$ cat src/rtl/cep_pkg.sv
package cep_pkg;
  localparam int ERR_W     = 32;
  localparam int TO_W      = 32;
  localparam int MQES_W    = 16;
  localparam int DSTRD_W   = 4;
  localparam int MPS_W     = 4;
  localparam int STAT_W    = 15;
  localparam int WORD_W    = STAT_W + 1;
  localparam int MQES_LIM  = 7;

  localparam int B_NODEV   = 0;
  localparam int B_CAP     = 1;
  localparam int B_ADM_TO  = 2;
  localparam int B_ADM_ST  = 3;
  localparam int B_IO_TO   = 4;
  localparam int B_IO_ST   = 5;
  localparam int B_TLPLEN  = 6;
  localparam int B_ECC     = 7;
  localparam int B_UR      = 8;
  localparam int B_CA      = 9;
  localparam int B_LBA     = 16;

  localparam logic [ERR_W-1:0] ERR_MASK = ERR_W'((1 << B_LBA) | 32'h3FF);

  function automatic logic cap_bad(input logic [MQES_W-1:0] mqes,
                                   input logic [DSTRD_W-1:0] dstrd,
                                   input logic nvm,
                                   input logic [MPS_W-1:0] mps);
    return (mps != '0) || !nvm || (dstrd != '0) || (mqes >= MQES_W'(MQES_LIM));
  endfunction

  function automatic logic [31:0] cap_pack(input logic [MQES_W-1:0] mqes,
                                           input logic [DSTRD_W-1:0] dstrd,
                                           input logic nvm,
                                           input logic [MPS_W-1:0] mps);
    logic [31:0] w;
    w        = '0;
    w[15:0]  = mqes;
    w[19:16] = dstrd;
    w[20]    = nvm;
    w[24:21] = mps;
    return w;
  endfunction

  function automatic logic [WORD_W-1:0] stat_word(input logic [STAT_W-1:0] st,
                                                  input logic flag);
    return {st, flag};
  endfunction
endpackage

$ cat src/rtl/cep_cap_check.sv
module cep_cap_check
  import cep_pkg::*;
(
  input  logic              clk,
  input  logic              rst_n,
  input  logic              cap_valid,
  input  logic [MQES_W-1:0] cap_mqes,
  input  logic [DSTRD_W-1:0] cap_dstrd,
  input  logic              cap_nvm_set,
  input  logic [MPS_W-1:0]  cap_mpsmin,
  output logic              fail_evt,
  output logic [31:0]       snap
);
  assign fail_evt = cap_valid && cap_bad(cap_mqes, cap_dstrd, cap_nvm_set, cap_mpsmin);

  always_ff @(posedge clk) begin
    if (!rst_n) snap <= '0;
    else if (cap_valid) snap <= cap_pack(cap_mqes, cap_dstrd, cap_nvm_set, cap_mpsmin);
  end
endmodule

$ cat src/rtl/cep_cpl_latch.sv
module cep_cpl_latch
  import cep_pkg::*;
(
  input  logic              clk,
  input  logic              rst_n,
  input  logic              valid,
  input  logic [STAT_W-1:0] status,
  input  logic              bad_tag,
  output logic              bad_evt,
  output logic [WORD_W-1:0] word
);
  logic [WORD_W-1:0] incoming;
  assign incoming = stat_word(status, bad_tag);
  assign bad_evt  = valid && (incoming != '0);

  always_ff @(posedge clk) begin
    if (!rst_n) word <= '0;
    else if (valid) word <= incoming;
  end
endmodule

$ cat src/rtl/cep_wait_timer.sv
module cep_wait_timer
  import cep_pkg::*;
(
  input  logic            clk,
  input  logic            rst_n,
  input  logic [TO_W-1:0] limit_in,
  input  logic            start,
  input  logic            start_is_io,
  input  logic            done,
  output logic            armed,
  output logic            adm_expire,
  output logic            io_expire
);
  logic [TO_W-1:0] cnt;
  logic [TO_W-1:0] lim;
  logic            pend_io;
  logic            expire;

  assign expire     = armed && !start && !done && (cnt == lim - TO_W'(1));
  assign adm_expire = expire && !pend_io;
  assign io_expire  = expire && pend_io;

  always_ff @(posedge clk) begin
    if (!rst_n) begin
      cnt     <= '0;
      lim     <= '0;
      armed   <= 1'b0;
      pend_io <= 1'b0;
    end else if (start) begin
      cnt     <= '0;
      lim     <= limit_in;
      armed   <= (limit_in != '0);
      pend_io <= start_is_io;
    end else if (done || expire) begin
      armed   <= 1'b0;
    end else if (armed) begin
      cnt     <= cnt + TO_W'(1);
    end
  end
endmodule

$ cat src/rtl/cmpl_err_collector.sv
module cmpl_err_collector
  import cep_pkg::*;
#(
  parameter int NDEV  = 4,
  localparam int DEV_W = (NDEV > 1) ? $clog2(NDEV) : 1
) (
  input  logic               clk,
  input  logic               rst_n,
  input  logic [DEV_W-1:0]   dev_sel,
  input  logic [TO_W-1:0]    timeout_limit,
  input  logic               wait_start,
  input  logic               wait_is_io,
  input  logic               cpl_seen,
  input  logic               cap_valid,
  input  logic [MQES_W-1:0]  cap_mqes,
  input  logic [DSTRD_W-1:0] cap_dstrd,
  input  logic               cap_nvm_set,
  input  logic [MPS_W-1:0]   cap_mpsmin,
  input  logic               adm_cpl_valid,
  input  logic [STAT_W-1:0]  adm_status,
  input  logic               adm_bad_id,
  input  logic               io_cpl_valid,
  input  logic [STAT_W-1:0]  io_status,
  input  logic               io_bad_phase,
  input  logic               tlp_len_err,
  input  logic               rx_ecc_err,
  input  logic               ur_err,
  input  logic               ca_err,
  input  logic               lba_unsup,
  input  logic               scan_done,
  input  logic [NDEV-1:0]    dev_live,
  output logic [ERR_W-1:0]   err_type,
  output logic               err_any,
  output logic [DEV_W-1:0]   err_dev,
  output logic [31:0]        cap_snap,
  output logic [WORD_W-1:0]  adm_word,
  output logic [WORD_W-1:0]  io_word
);
  logic             cap_fail_evt;
  logic             adm_bad_evt;
  logic             io_bad_evt;
  logic             tmr_armed;
  logic             adm_to_evt;
  logic             io_to_evt;
  logic             nodev_evt;
  logic [ERR_W-1:0] err_set;
  logic [ERR_W-1:0] err_next;
  logic             first_err;

  cep_cap_check u_cap (
    .clk(clk), .rst_n(rst_n), .cap_valid(cap_valid), .cap_mqes(cap_mqes),
    .cap_dstrd(cap_dstrd), .cap_nvm_set(cap_nvm_set), .cap_mpsmin(cap_mpsmin),
    .fail_evt(cap_fail_evt), .snap(cap_snap)
  );

  cep_cpl_latch u_adm (
    .clk(clk), .rst_n(rst_n), .valid(adm_cpl_valid), .status(adm_status),
    .bad_tag(adm_bad_id), .bad_evt(adm_bad_evt), .word(adm_word)
  );

  cep_cpl_latch u_io (
    .clk(clk), .rst_n(rst_n), .valid(io_cpl_valid), .status(io_status),
    .bad_tag(io_bad_phase), .bad_evt(io_bad_evt), .word(io_word)
  );

  cep_wait_timer u_tmr (
    .clk(clk), .rst_n(rst_n), .limit_in(timeout_limit), .start(wait_start),
    .start_is_io(wait_is_io), .done(cpl_seen), .armed(tmr_armed),
    .adm_expire(adm_to_evt), .io_expire(io_to_evt)
  );

  assign nodev_evt = scan_done && (dev_live == '0);

  always_comb begin
    err_set           = '0;
    err_set[B_NODEV]  = nodev_evt;
    err_set[B_CAP]    = cap_fail_evt;
    err_set[B_ADM_TO] = adm_to_evt;
    err_set[B_ADM_ST] = adm_bad_evt;
    err_set[B_IO_TO]  = io_to_evt;
    err_set[B_IO_ST]  = io_bad_evt;
    err_set[B_TLPLEN] = tlp_len_err;
    err_set[B_ECC]    = rx_ecc_err;
    err_set[B_UR]     = ur_err;
    err_set[B_CA]     = ca_err;
    err_set[B_LBA]    = lba_unsup;
  end

  assign err_next  = err_type | (err_set & ERR_MASK);
  assign first_err = (err_type == '0) && (err_set != '0);

  always_ff @(posedge clk) begin
    if (!rst_n) begin
      err_type <= '0;
      err_any  <= 1'b0;
      err_dev  <= '0;
    end else begin
      err_type <= err_next;
      err_any  <= |err_next;
      if (first_err) err_dev <= dev_sel;
    end
  end
endmodule

$ cat config.mk
export PLATFORM = sky130hd
export DESIGN_NAME = cmpl_err_collector
export DESIGN_NICKNAME = d
export VERILOG_FILES = /design/src/rtl/cep_pkg.sv /design/src/rtl/cep_cap_check.sv /design/src/rtl/cep_cpl_latch.sv /design/src/rtl/cep_wait_timer.sv /design/src/rtl/cmpl_err_collector.sv
export SDC_FILE = /design/constraint.sdc
export NUM_CORES = 1
export LEC_CHECK = 0
export ABC_CLOCK_PERIOD_IN_PS = 5200
export CORE_ASPECT_RATIO = 1.1
export CORE_MARGIN = 2
export CORE_UTILIZATION = 54
export CTS_BUF_LIST = sky130_fd_sc_hd__clkbuf_8
export DETAILED_ROUTE_END_ITERATION = 8
export GPL_TIMING_DRIVEN = 0
export PLACE_DENSITY = 0.89
export SLEW_MARGIN = 0
export SYNTH_ARGS = -nofsm -noshare
export SYNTH_HDL_FRONTEND = slang
export SYNTH_SLANG_ARGS = --single-unit
$ cat constraint.sdc
create_clock -name clk -period 5.2 [get_ports clk]
set_input_delay 1.04 -clock clk [delete_from_list [all_inputs] [get_ports clk]]
set_output_delay 1.04 -clock clk [all_outputs]
set_load 0.01 [all_outputs]
==> metrics <==
ANT cells=0; total track usage=0.302; worst setup path endpoint=u_tmr.cnt[22]; Finished Layout Cells=1174; reg2reg end=u_tmr.cnt[22]; RSZ-0062 raised after global routing=no; drt pass-1 iters=8; Hold Path Class=reg -> reg; Worst Setup Start Kind=primary input; number of global-route vias before repair=6672; Final min period=3.84 ns; Synth Register Bits=137; Initial Util=0.553; cells along the critical path=clkdlybuf4s50_1 > nand2b_1 > clkbuf_1 > or3_1 > nor4b_1 > nand4_1 > nor4bb_1 > buf_2 > and2_1 > buf_4 > buf_6 > buf_8 > o21ai_2 > a21oi_2; Ys Warns=0; clock share of power=0.363; Fin Hold WS=0.489 ns; crit-path max cell delay=0.45 ns; Worst Setup Path Type=in -> reg; core area=13200 sq um; share of layout cells above drive strength 1=0.0938; DR vias=6749; CP endpoint kind=flip-flop; Post-synth EDFFs=0; TritonCTS buffer count=17; worst reg2reg setup slack=1.51 ns; internal power=1.87 mW; RePlAce Congestion=0.964; Syn Area/Cell=9.31 sq um; Die Ht=126 um; final slew viol count=0; DR WL/cell=18.6 um; final count of hold timing violations=0; CTS H-tree lvls=4; switching share of power=0.262; Final #Nets=1114; Seq/Total Area, Yosys=0.377; # resized after CTS=0; Final Setup Violations=0; Mapped Cells=781; final worst-path cycle share=0.738; Initial DRC Count=476; Rel. slew slack=0.406; Clk Tree Root Cell=clkbuf_8; Area Growth Syn to Fin=34.0%; Worst-Margin Slew=0.892 ns; Synth async-reset ratio=0; drt drc=0; dpl hpwl=16.6 mm; R2R depth=14; Switch Pwr=0.662 mW; Post-CTS Setup Inserts=0; Seq pwr share=0.453; IO Port Bufs=176; dpl cells=1145; crit path buf inv count=6; die width=115 um; data required time at the worst endpoint=5.57 ns; Crit path max-delay family=simple AND/OR/NAND/NOR gates; outcome=finished, final reports clean; Netlist cell types=69; Achievable Freq=261 MHz; first-pass GRT wire length=34.2 mm; CP Launch Point=cpl_seen; initial antenna violation count=0; Synth Flop Type=dfxtp_1; reg-to-reg startpoint=u_tmr.lim[0]; Post-DRT Antenna Nets=0; Die ar.=14400 sq um; vias per cell=5.75; Critical Path AT=4.21 ns; largest net degree at the start of global routing=17; CTS hold repair buffers=0; Layout Utilization=0.741; worst-path fanout max=10; Max-Cap Viols=0; Sink Count=137; setup tns final=0 ns; CTS tree=built; Leak=3.77 nW; Max clock buf depth=2; Worst Skew=0.0111 ns; global route overflow=0; Clock Latency Late Sink=0.46 ns; WP depth=14; Site Rows=44; cell area power density=260 nW/um^2; Synth Cell Area=7270 sq um; share of total power in combinational logic=0.184; Clock transition at path regs=0.07 ns; # IOs=208; worst-path cell with the longest stage delay=or3_1; Routed Wire Length=21.8 mm; Peak VDD IR=0.214 mV
-- through the flow --
step | instance area [sq um] | power, mW | setup slack (ns)
after floorplan | 7380 | 1.41 | 1.96
after global placement | 9340 | 1.62 | 1.13
after detailed placement | 9340 | 1.63 | 1.12
after CTS | 9740 | 2.52 | 1.41
after global routing | 9740 | 2.61 | 1.23
final | 9740 | 2.53 | 1.36
-- area by class of cell --
class | count | area, sq um
Clock buffer | 18 | 248
Fill cell | 913 | 3410
Multi-Input combinational cell | 597 | 4220
Timing Repair Buffer | 176 | 1760
Clock inverter | 11 | 158
Sequential cell | 137 | 2740
Buffer | 66 | 382
Tap cell | 161 | 201
Inverter | 8 | 30.0
-- worst min-delay path: cells and delay by family (launching register included) --
family          cells  cell delay, ns
flops               1            0.34
compound gates      2            0.11
-- registers in the layout, indices dropped and copies added, names as in the netlist --
| signal | cells |
|---|---|
| u_tmr.cnt | 32 |
| u_tmr.lim | 32 |
| u_io.word | 16 |
| u_tmr.pend_io | 1 |
| err_dev | 2 |
| u_adm.word | 16 |
| err_type | 11 |
| u_tmr.armed | 1 |
| u_cap.snap | 25 |
| err_any | 1 |
-- placed cells by master (no fill, tap or decap), types with 4 or more instances in the layout --
master             n
buf_4             30
nor4_1            27
dfxtp_1          137
o31ai_1            4
xor2_1            18
bufinv_16          4
nor2_1            40
buf_1              4
inv_1             10
clkbuf_8          18
nor2b_1           99
conb_1            28
nand4b_1           5
xnor2_1           29
or4_1             10
o21ai_2            6
and3_1            13
o21ai_0            6
or3_1             11
a21oi_2            6
o21a_1             9
nor4_2             5
nand4_1           23
a31oi_1            8
and2_1             5
o41ai_1            4
mux2i_1           93
clkbuf_1          28
nand2_1           27
o211ai_1           5
a21oi_1           21
nand3_1           25
clkdlybuf4s50_1  176
nor3_1            12
-- power by group through the flow --
stage	Clock [mW]	Combinational [mW]	Sequential (mW)
floorplan	0	0.236	1.17
global placement	0	0.451	1.17
detailed placement	0	0.459	1.17
CTS	0.916	0.463	1.14
global route	0.959	0.500	1.15
finish	0.917	0.467	1.15
-- worst min path at each step --
stage,depth (start not counted),slack [ns],start,endpoint
floorplan,2,0.46,u_tmr.cnt[31],u_tmr.cnt[31]
global placement,2,0.47,err_type[1],err_type[1]
detailed placement,2,0.48,u_tmr.cnt[31],u_tmr.cnt[31]
CTS,2,0.49,u_tmr.cnt[31],u_tmr.cnt[31]
global route,2,0.51,u_tmr.cnt[31],u_tmr.cnt[31]
finish,2,0.49,u_tmr.cnt[31],u_tmr.cnt[31]
-- cells by family after synthesis --
group	after synthesis	synth area share
simple gates	330	0.278
flops	137	0.377
compound gates	96	0.0986
mux	94	0.130
buf+inv	74	0.0566
xor+xnor	47	0.0566
fa+ha+maj	2	0.00344
other cells	1	0.000516
-- cell usage after synthesis, types with 21 or more instances --
master / number / area share
nor4_1: 27 / 0.023
dfxtp_1: 137 / 0.38
xnor2_1: 29 / 0.035
nand3_1: 25 / 0.017
nor2b_1: 99 / 0.085
nand4_1: 23 / 0.020
mux2i_1: 93 / 0.13
clkbuf_1: 28 / 0.014
a21oi_1: 21 / 0.014
nor2_1: 40 / 0.021
buf_4: 30 / 0.031
nand2_1: 27 / 0.014
-- metal layers --
layer,vias to the layer above,GRT usage,part of all wire
met1,3179,0.346,0.38
met4,0,0.124,0.034
met5,-,0,0
met3,53,0.0938,0.086
li1,3207,-,-
met2,310,0.518,0.50
No activity file was read; power rests on OpenSTA's default activity.
